## config.mk

```make
export PLATFORM = sky130hd
export DESIGN_NAME = preset_mod_divider
export DESIGN_NICKNAME = d
export VERILOG_FILES = /design/src/rtl/pmd_pkg.sv /design/src/rtl/pmd_ctrl.sv /design/src/rtl/pmd_dp.sv /design/src/rtl/pmd_steer.sv /design/src/rtl/preset_mod_divider.sv
export SDC_FILE = /design/constraint.sdc
export NUM_CORES = 1
export LEC_CHECK = 0
export BUFFER_PORTS_ARGS = -buffer_cell sky130_fd_sc_hd__buf_2
export CAP_MARGIN = 20
export CORE_MARGIN = 2
export CORE_UTILIZATION = 25
export DETAILED_ROUTE_END_ITERATION = 8
export SYNTH_ARGS = -nofsm -noshare
export SYNTH_HDL_FRONTEND = slang
export SYNTH_SLANG_ARGS = --single-unit
```

## constraint.sdc

```tcl
create_clock -name clk -period 3.25 [get_ports clk]
set_input_delay 0.4875 -clock clk [delete_from_list [all_inputs] [get_ports clk]]
set_output_delay 0.4875 -clock clk [all_outputs]
set_load 0.02 [all_outputs]
```

## src/rtl/pmd_pkg.sv

```systemverilog
package pmd_pkg;

  parameter int unsigned PMD_CNT_W = 4;

  typedef enum logic [1:0] {
    MODE_5F   = 2'b00,
    MODE_5F6  = 2'b01,
    MODE_SUM  = 2'b10,
    MODE_DIFF = 2'b11
  } pmd_mode_e;

  // strobes sent from control to datapath each cycle
  typedef struct packed {
    logic                 clear;
    logic                 load;
    logic [PMD_CNT_W-1:0] preset;
    logic [PMD_CNT_W-1:0] highFrom;
  } pmd_strobe_t;

endpackage

```

## src/rtl/pmd_ctrl.sv

```systemverilog
module pmd_ctrl
  import pmd_pkg::*;
#(
  parameter int unsigned RATIO_LOW  = 5,
  parameter int unsigned RATIO_HIGH = 11
) (
  input  logic                 clk,
  input  logic                 rst,
  input  logic [1:0]           modeSel,
  input  logic [PMD_CNT_W-1:0] count,
  output pmd_mode_e            activeMode,
  output pmd_strobe_t          strobe
);

  localparam int unsigned CNT_W    = PMD_CNT_W;
  localparam int unsigned TERM_INT = (1 << CNT_W) - 1;
  localparam logic [CNT_W-1:0] LAST_VAL       = CNT_W'(TERM_INT - 1);
  localparam logic [CNT_W-1:0] PRESET_LOW     = CNT_W'(TERM_INT - RATIO_LOW);
  localparam logic [CNT_W-1:0] PRESET_HIGH    = CNT_W'(TERM_INT - RATIO_HIGH);
  localparam logic [CNT_W-1:0] HIGH_FROM_LOW  = CNT_W'(TERM_INT - RATIO_LOW + RATIO_LOW / 2);
  localparam logic [CNT_W-1:0] HIGH_FROM_HIGH = CNT_W'(TERM_INT - RATIO_HIGH + RATIO_HIGH / 2);

  logic      reloadNow;
  pmd_mode_e requested;
  pmd_mode_e nextMode;

  assign requested = pmd_mode_e'(modeSel);
  // advancing from LAST_VAL would reach the terminal value
  assign reloadNow = (count == LAST_VAL);

  always_comb begin
    if (rst || reloadNow) nextMode = requested;
    else                  nextMode = activeMode;
  end

  always_ff @(posedge clk) begin
    activeMode <= nextMode;
  end

  always_comb begin
    strobe.clear = rst;
    strobe.load  = reloadNow;
    if (nextMode == MODE_SUM) begin
      strobe.preset   = PRESET_HIGH;
      strobe.highFrom = HIGH_FROM_HIGH;
    end else begin
      strobe.preset   = PRESET_LOW;
      strobe.highFrom = HIGH_FROM_LOW;
    end
  end

  AST_RELOAD_PRESET: assert property (@(posedge clk) disable iff (rst)
    (count == LAST_VAL) |=>
      (count == ((activeMode == MODE_SUM) ? PRESET_HIGH : PRESET_LOW)));

  AST_MODE_HOLD: assert property (@(posedge clk) disable iff (rst)
    (count != LAST_VAL) |=> $stable(activeMode));

  AST_RESET_PRESET: assert property (@(posedge clk)
    rst |=> (count == ((activeMode == MODE_SUM) ? PRESET_HIGH : PRESET_LOW)));

endmodule

```

## src/rtl/pmd_dp.sv

```systemverilog
module pmd_dp
  import pmd_pkg::*;
#(
  parameter bit PULSE_OUT = 1'b0
) (
  input  logic                 clk,
  input  logic                 rst,
  input  pmd_strobe_t          strobe,
  output logic [PMD_CNT_W-1:0] count,
  output logic                 fbOut
);

  localparam int unsigned CNT_W = PMD_CNT_W;
  localparam logic [CNT_W-1:0] TERM_VAL = '1;
  localparam logic [CNT_W-1:0] LAST_VAL = TERM_VAL - 1'b1;

  logic [CNT_W-1:0] nextCount;
  logic             outNext;

  always_comb begin
    if (strobe.clear || strobe.load) nextCount = strobe.preset;
    else                             nextCount = count + 1'b1;
  end

  // output is registered from the next count so it lines up with count
  assign outNext = PULSE_OUT ? (nextCount == LAST_VAL)
                             : (nextCount >= strobe.highFrom);

  always_ff @(posedge clk) begin
    count <= nextCount;
    fbOut <= outNext;
  end

  AST_NO_TERMINAL: assert property (@(posedge clk) disable iff (rst)
    count != TERM_VAL);

  AST_OUT_LOW_IN_RESET: assert property (@(posedge clk)
    rst |=> !fbOut);

  generate
    if (PULSE_OUT) begin : g_pulseChk
      AST_PULSE_SINGLE: assert property (@(posedge clk) disable iff (rst)
        fbOut |=> !fbOut);
      AST_PULSE_AT_LOAD: assert property (@(posedge clk) disable iff (rst)
        strobe.load |-> fbOut);
    end else begin : g_squareChk
      AST_SQ_FALL_AT_RELOAD: assert property (@(posedge clk) disable iff (rst)
        strobe.load |=> !fbOut);
    end
  endgenerate

endmodule

```

## src/rtl/pmd_steer.sv

```systemverilog
module pmd_steer
  import pmd_pkg::*;
(
  input  pmd_mode_e activeMode,
  input  logic      refFull,
  input  logic      refSixth,
  output logic      pdRef,
  output logic      passRef
);

  always_comb begin
    unique case (activeMode)
      MODE_5F:   begin pdRef = refFull;  passRef = refFull;  end
      MODE_5F6:  begin pdRef = refSixth; passRef = refFull;  end
      MODE_SUM:  begin pdRef = refSixth; passRef = refFull;  end
      MODE_DIFF: begin pdRef = refSixth; passRef = refSixth; end
      default:   begin pdRef = refFull;  passRef = refFull;  end
    endcase
  end

endmodule

```

## src/rtl/preset_mod_divider.sv

```systemverilog
module preset_mod_divider
  import pmd_pkg::*;
#(
  parameter int unsigned RATIO_LOW  = 5,
  parameter int unsigned RATIO_HIGH = 11,
  parameter bit          PULSE_OUT  = 1'b0
) (
  input  logic       clk,
  input  logic       rst,
  input  logic       refFull,
  input  logic       refSixth,
  input  logic [1:0] modeSel,
  output logic       fbOut,
  output logic       pdRef,
  output logic       passRef
);

  logic [PMD_CNT_W-1:0] count;
  pmd_mode_e            activeMode;
  pmd_strobe_t          strobe;

  pmd_ctrl #(
    .RATIO_LOW (RATIO_LOW),
    .RATIO_HIGH(RATIO_HIGH)
  ) ctrl_i (
    .clk       (clk),
    .rst       (rst),
    .modeSel   (modeSel),
    .count     (count),
    .activeMode(activeMode),
    .strobe    (strobe)
  );

  pmd_dp #(
    .PULSE_OUT(PULSE_OUT)
  ) dp_i (
    .clk   (clk),
    .rst   (rst),
    .strobe(strobe),
    .count (count),
    .fbOut (fbOut)
  );

  pmd_steer steer_i (
    .activeMode(activeMode),
    .refFull   (refFull),
    .refSixth  (refSixth),
    .pdRef     (pdRef),
    .passRef   (passRef)
  );

endmodule

```

# Word-level counts from Yosys, hierarchy flattened
# Cells that the tools add are included.
# classes
n_addsub	1
order_cmp	1
eq_ne	5
n_mux	5
n_reduce_logical	4
# ops
cell	count
$mux 8	1
$eq 2x2->1 const B	3
$reduce_or 3->1	2
$add 4x1->4 const B	1
$eq 4x4->1 const B	1
$ge 4x4->1	1
$mux 4	1
$pmux 1 s2	2
$eq 2x1->1 const B	1
$logic_not 2->1	1
$mux 2	1
$logic_or 1x1->1	1
# word_totals
register_bits	7
inputBits	6
elab_cells	19

# Longest topological paths before layout
# Gate-level depths: netlist (run 1).
# logic_depth
word_depth	7
ltp_mapped	9

# By module
# From an unflattened synthesis (run 1), not the netlist that was laid out.
# hier_totals
cells_unflattened	55
area_unflattened_um2	518.0
# modules_own_cells
module	n_inst	cells_per_inst	area_each_um2	seq_area_each_um2
pmd_dp	1	31	287.8	100.1
pmd_ctrl	1	20	196.4	40.0
pmd_steer	1	4	33.8	0.0

# Worst setup path before layout (run 1)
# Ideal clock, no wire load.
# synth_timing
path_type	reg-to-reg
start	register dp_i.count[0]
end	register dp_i.fbOut
setup_ns	0.128
t_arrival_ns	1.905
required_ns	3.122
path_slack_ns	1.217
path_stages_with_launch	10
n_path_buf	0
path_cell_list	dfxtp_1 inv_1 ha_1 a31o_2 mux2_4 nor2b_4 ha_1 nand3b_1 o21ai_0 a221oi_1
# synth_via
elab_chain_len	7
word_cells_on_any_way	8
cone_classes	1 x add/sub; 1 x order compare; 2 x eq/ne; 3 x mux; 1 x reduce/logical
# synth_rtl
element	line	rtl
start, declared	pmd_dp.sv:9	output logic [PMD_CNT_W-1:0] count,
start signal, assigned	pmd_dp.sv:30	count <= nextCount;
$eq 4x4->1 (*)	pmd_ctrl.sv:29	assign reloadNow = (count == LAST_VAL);
$logic_or 1x1->1 (*)	pmd_ctrl.sv:32	if (rst || reloadNow) nextMode = requested;
$mux 2 (*)	pmd_ctrl.sv:32	
via ctrl_i.nextMode[1]	pmd_ctrl.sv:25	pmd_mode_e nextMode;
$eq 2x2->1 (*)	pmd_ctrl.sv:43	if (nextMode == MODE_SUM) begin
$mux 8 (*)	pmd_ctrl.sv:43	
$mux 4	pmd_dp.sv:21	if (strobe.clear || strobe.load) nextCount = strobe.preset;
$ge 4x4->1 (*)	pmd_dp.sv:27	: (nextCount >= strobe.highFrom);
via dp_i.outNext	pmd_dp.sv:18	logic outNext;
end signal, assigned	pmd_dp.sv:31	fbOut <= outNext;
end, declared	pmd_dp.sv:10	output logic fbOut
# The timed path passes the listed nets; every way through them passes the cells marked *.

# Final worst setup path (run 1)
# Same ends and word-level chain as after synthesis.

==> metrics.cfg, run 1 <==
[global_routing]
grt_antenna_before_repair=0
grt_pass1_vias=287
track_usage=0.0889
grt_first_pass_wirelength_um=1140
grt_max_degree=6
overflow=0

[cts]
cts_setup_buffers=0
cts_tree=done
clk_latency_ns=0.25
cts_hold_buf=0
clockBufferDepth=2
clock-sinks=7
cts-resized-gates=0
numCtsBuffers=3
cts-htree-levels=1
clockRootBuffer=clkbuf_4
path_clk_slew_ns=0.05

[floorplanning]
start_util=0.259
dieArea_um2=1850
num_rows=14
die_h_um=43.0
die_x_um=43.0
io_pins=9
core_area_um2=1470

[setup_path]
cp_slowest_stage_delay_ns=0.38
worst_setup_path_start_kind=register
setup.worst_path.class=register to register
rrSetupSlack_ns=1.03
crit_chain=inv_1 > ha_1 > a31oi_2 > mux2_4 > nor2b_4 > ha_1 > nand3b_1 > o21ai_0 > a221oi_1
slowest_stage=dfxtp_1
reg2reg_from=dp_i.count[0]
worstPathMaxFanout=4
arrival_ns=2.35
crit_path_end_kind=register
required_ns=3.38
r2r-end=dp_i.fbOut
crit_top_cell=ha_1
r2r_cells=9

[detailed_routing]
wl_um=725
vias=309
drtIter0Drc=1
wl_per_cell_um=11.3
post-route-drc-count=0
ant_nets=0
dr.pass1.iters=3
viasPerCell=4.83

[timing]
slew_headroom=0.811
slew_viol_final=0
skew_ns=0.00405
hold_viol_final=0
setup_violations=0
tns_ns=0
fin_crit_ns=2.22
rsz0062_at_grt=no
period_share=0.684
fmax_ghz=0.450
tightest_slew_ns=0.283

[worst_hold_path]
hold_start=modeSel[1]
min_delay_worst_endpoint=ctrl_i.activeMode[1]
worst_hold_path.num_cells=2
hp-class=input pin to register

[synthesis]
syn_area_um2=380
synth_seq_cells=7
netlist_instances=36
ys_types=19
synth.avg_cell_area_um2=10.6
yosys_warnings=0
syn_nets=46
yosysSeqAreaShare=0.368

[status]
outcome=finished, final reports clean

[power]
vdd_drop_max_uv=138
intPower_w=0.000210
p_comb_frac=0.337
p_leak_nw=0.224
switching_power_w=0.000110
p_seq_frac=0.411
power.density_nw_per_um2=685
p_total_w=0.000320
clock_power_share=0.253
switching_share=0.343

[final_layout]
final_cells=64
layout-drive-gt1-share=0.417
layout_common_cells=8 x buf_2, 7 x dfxtp_1, 4 x ha_1
nets=59
fin_area_um2=467
final_common_cell=buf_2
nFillCells=164
syn_to_final_growth_pct=22.7
register_area_um2=140
diodes=0
multiInputGateArea_um2=229

[placement]
io_buffer_count=8
gp_congestion=0.768
placed_area_um2=440
placed_cells=60
dp_hpwl_um=554

[flow_run]
drv_cap=0

cell families (layout without fill, tap and decap cells):
family,count (synthesis),after routing,synth area share
XOR/XNOR,1,1,0.0230
flip-flops,7,7,0.368
multiplexers,4,4,0.138
AND/OR/NAND/NOR,9,9,0.148
buffers and inverters,3,15,0.0296
AO/OA/AOI/OAI,8,8,0.161
adder cells (fa/ha/maj),4,4,0.132
metrics by stage:
stage	setup slack [ns]	util	hold slack (ns)
finish	1.03	0.317	0.499
detailed placement	1.06	0.299	0.542
global route	0.894	0.317	0.501
CTS	1.02	0.317	0.491
global placement	1.08	0.299	0.530
floorplan	1.22	-	0.495
power by group through the flow:
| stage | clock [W] | sequential (W) | combinational [W] |
|---|---|---|---|
| floorplan | 0 | 0.000136 | 0.0000753 |
| global placement | 0 | 0.000131 | 0.000105 |
| detailed placement | 0 | 0.000132 | 0.000107 |
| CTS | 0.0000846 | 0.000130 | 0.000109 |
| global route | 0.0000866 | 0.000134 | 0.000121 |
| finish | 0.0000808 | 0.000131 | 0.000108 |
worst max path at each step:
stage / from / end / slack, ns / cells after the start
after floorplan: dp_i.count[0] / dp_i.fbOut / 1.22 / 9
after detailed placement: dp_i.count[0] / dp_i.fbOut / 1.06 / 9
after global placement: dp_i.count[0] / dp_i.fbOut / 1.08 / 9
final: dp_i.count[0] / dp_i.fbOut / 1.03 / 9
after CTS: dp_i.count[0] / dp_i.fbOut / 1.02 / 9
after global routing: dp_i.count[0] / dp_i.fbOut / 0.89 / 9
cell usage after synthesis:
cell type | instances | share of area
ha_1 | 4 | 0.13
mux2_2 | 2 | 0.059
nor2b_4 | 1 | 0.036
mux2_4 | 2 | 0.079
a31o_2 | 2 | 0.046
nand2_1 | 2 | 0.020
inv_1 | 3 | 0.030
a31oi_2 | 1 | 0.033
nand3b_1 | 1 | 0.020
nor2b_1 | 1 | 0.016
xor2_1 | 1 | 0.023
o21ai_0 | 1 | 0.013
a21oi_1 | 2 | 0.026
nor2_1 | 2 | 0.020
a21o_1 | 1 | 0.020
dfxtp_1 | 7 | 0.37
a221oi_1 | 1 | 0.023
and2_2 | 1 | 0.020
nand4_1 | 1 | 0.016
critical path: cells and delay by family, from the launching register on:
family / cells / cell delay (ns)
compound gates: 3 / 0.57
buf+inv: 1 / 0.08
fa+ha+maj: 2 / 0.44
simple gates: 2 / 0.27
mux: 1 / 0.35
flops: 1 / 0.38
flip-flops by register name (all words and copies together), names as in the netlist:
signal,count
dp_i.count,4
dp_i.fbOut,1
ctrl_i.activeMode,2
cell type report:
type | instances | share of cell area
tap | 16 | 0.0429
multi-input combinational | 26 | 0.491
sequential | 7 | 0.300
timing repair buffer | 8 | 0.0858
inverter | 3 | 0.0241
clock buffer | 4 | 0.0563
layer usage:
| layer | vias to the layer above | GRT usage | part of all wire |
|---|---|---|---|
| met1 | 148 | 0.0930 | 0.44 |
| met2 | 7 | 0.136 | 0.52 |
| li1 | 152 | - | - |
| met4 | 0 | 0.0909 | 0.019 |
| met5 | - | 0 | 0 |
| met3 | 2 | 0.0255 | 0.021 |
Note: power is estimated with default switching activity, not from simulation.
==> run 2: changes to the inputs <==
- clock period: 3.25 -> 1.99 ns (I/O delays scaled with it)
==> metrics.cfg, run 2 (synthesis gave the netlist of run 1 again) <==
[global_routing]
grt_max_degree=6  ; unchanged
grt_antenna_before_repair=0  ; unchanged
track_usage=0.106  ; +0.0174
grt_first_pass_wirelength_um=1410  ; +24%
grt_pass1_vias=342  ; +19%
overflow=0  ; unchanged

[setup_path]
worst_setup_path_start_kind=register
crit_top_cell=ha_4
crit_path_end_kind=register
slowest_stage=dfxtp_2
worstPathMaxFanout=2  ; -2
setup.worst_path.class=register to register
required_ns=2.14  ; -1.24 ns
reg2reg_from=dp_i.count[0]
arrival_ns=2.11  ; -0.24 ns
critPathLaunch=dp_i.count[0]
crit_chain=inv_2 > ha_4 > a31o_4 > mux2_4 > nor2b_4 > ha_4 > nand3b_1 > o21ai_1 > a221oi_1
cp_slowest_stage_delay_ns=0.33  ; -0.05 ns

[timing]
slew_viol_final=0  ; unchanged
setup_violations=0  ; unchanged
fin_crit_ns=1.95  ; -0.270 ns
fmax_ghz=0.512  ; +14%
worst_slack_ns=0.0375  ; -0.990 ns
slew_headroom=0.833  ; +0.0221
period_share=0.981  ; +0.297
hold_viol_final=0  ; unchanged
rsz0062_at_grt=yes
tightest_slew_ns=0.250  ; -0.0326 ns
skew_ns=0.000201  ; -0.00385 ns

[flow_run]
drv_cap=0  ; unchanged

[power]
power.density_nw_per_um2=1080  ; +58%
vdd_drop_max_uv=258  ; +87%
p_total_w=0.000603  ; +89%
p_leak_nw=0.258  ; +15%

[cts]
numCtsBuffers=3  ; unchanged
clockBufferDepth=2  ; unchanged
cts_hold_buf=0  ; unchanged
cts_tree=done
clk_latency_ns=0.25  ; about the same
clock-sinks=7  ; unchanged
clockRootBuffer=clkbuf_4
path_clk_slew_ns=0.05  ; about the same
cts-htree-levels=1  ; unchanged

[detailed_routing]
wl_um=788  ; +8.7%
dr.pass1.iters=3  ; unchanged
post-route-drc-count=0  ; unchanged
viasPerCell=4.67  ; -3.2%
vias=327  ; +5.8%
drtIter0Drc=3  ; +2
wl_per_cell_um=11.3  ; -0.63%
ant_nets=0  ; unchanged

[final_layout]
largest_reg_flops=4  ; unchanged
final_cells=70  ; +9.4%
syn_to_final_growth_pct=46.4
register_area_um2=141  ; +0.89%
final_common_cell=buf_2
layout_common_cells=8 x buf_2, 6 x dfxtp_1, 6 x buf_4
diodes=0  ; unchanged
reg.largest.list=dp_i.count (4), ctrl_i.activeMode (2), dp_i.fbOut (1)
multiInputGateArea_um2=273  ; +19%
nFillCells=164  ; unchanged
regMostFlops=dp_i.count
layout-drive-gt1-share=0.556  ; +0.139
nets=65  ; +10%

[floorplanning]
dieArea_um2=1850  ; unchanged
die_h_um=43.0  ; unchanged
io_pins=9  ; unchanged
start_util=0.259  ; unchanged
die_x_um=43.0  ; unchanged
core_area_um2=1470  ; unchanged
num_rows=14  ; unchanged

[status]
outcome=finished, final reports clean

[placement]
placed_cells=64  ; +6.7%
dp_hpwl_um=577  ; +4.1%
dpl_worst_slack_ns=-0.0774  ; -1.13 ns
gp_congestion=0.653  ; -15%
io_buffer_count=8  ; unchanged

[worst_hold_path]
hold_start=modeSel[0]
hp-class=input pin to register

[run 2: changes by cell type in the layout (fill, tap and decap cells not counted), sizes merged]
cell  delta
buf      +6
[run 2: area by class of cell]
class                      instances  share of cell area
tap                               16              0.0360
clock buffer                       4              0.0472
multi-input combinational         26               0.490
sequential                         7               0.254
inverter                           3              0.0202
timing repair buffer              14               0.153
[run 2: critical path: cells and delay by family, from the launching register on]
kind	cells	cell delay [ns]
adders and majority gates	2	0.41
muxes	1	0.30
AOI/OAI and AO/OA	3	0.54
DFF	1	0.33
buffers and inverters	1	0.05
and+or+nand+nor	2	0.23
[run 2: worst paths after layout]
path	end	slack, ns	cells after the start
max	dp_i.fbOut	0.04	9
min reg2reg	ctrl_i.activeMode[0]	0.56	1
max reg2reg	dp_i.fbOut	0.04	9
min	ctrl_i.activeMode[0]	0.33	2
[run 2: repair_timing]
action	CTS	global route
pin swaps	3	3
buffers inserted	2	0
resized for setup	6	2
endpoints found under the setup margin	1	1
[run 2: per-layer routing]
layer / vias up / track usage / wire, um
met2: 4 / 0.185 / 441
li1: 167 / - / -
met4: 0 / 0.0909 / 8
met3: 2 / 0.0128 / 10
met5: - / 0 / 0
met1: 154 / 0.111 / 328
[run 2: stage by stage]
| stage | instance area (um2) | TNS, ns | hold WS (ns) | utilization |
|---|---|---|---|---|
| floorplan | 382 | 0 | 0.452 | - |
| global placement | 472 | -0.0309 | 0.514 | 0.321 |
| detailed placement | 472 | -0.0774 | 0.513 | 0.321 |
| CTS | 547 | 0 | 0.327 | 0.372 |
| global route | 557 | -0.0208 | 0.339 | 0.378 |
| finish | 557 | 0 | 0.334 | 0.378 |
[run 2: where the power goes]
part           leakage, nW  internal (W)  switching (W)
Clock               0.0150     0.0000765      0.0000515
Sequential          0.0589      0.000180      0.0000366
Combinational        0.184      0.000141       0.000117
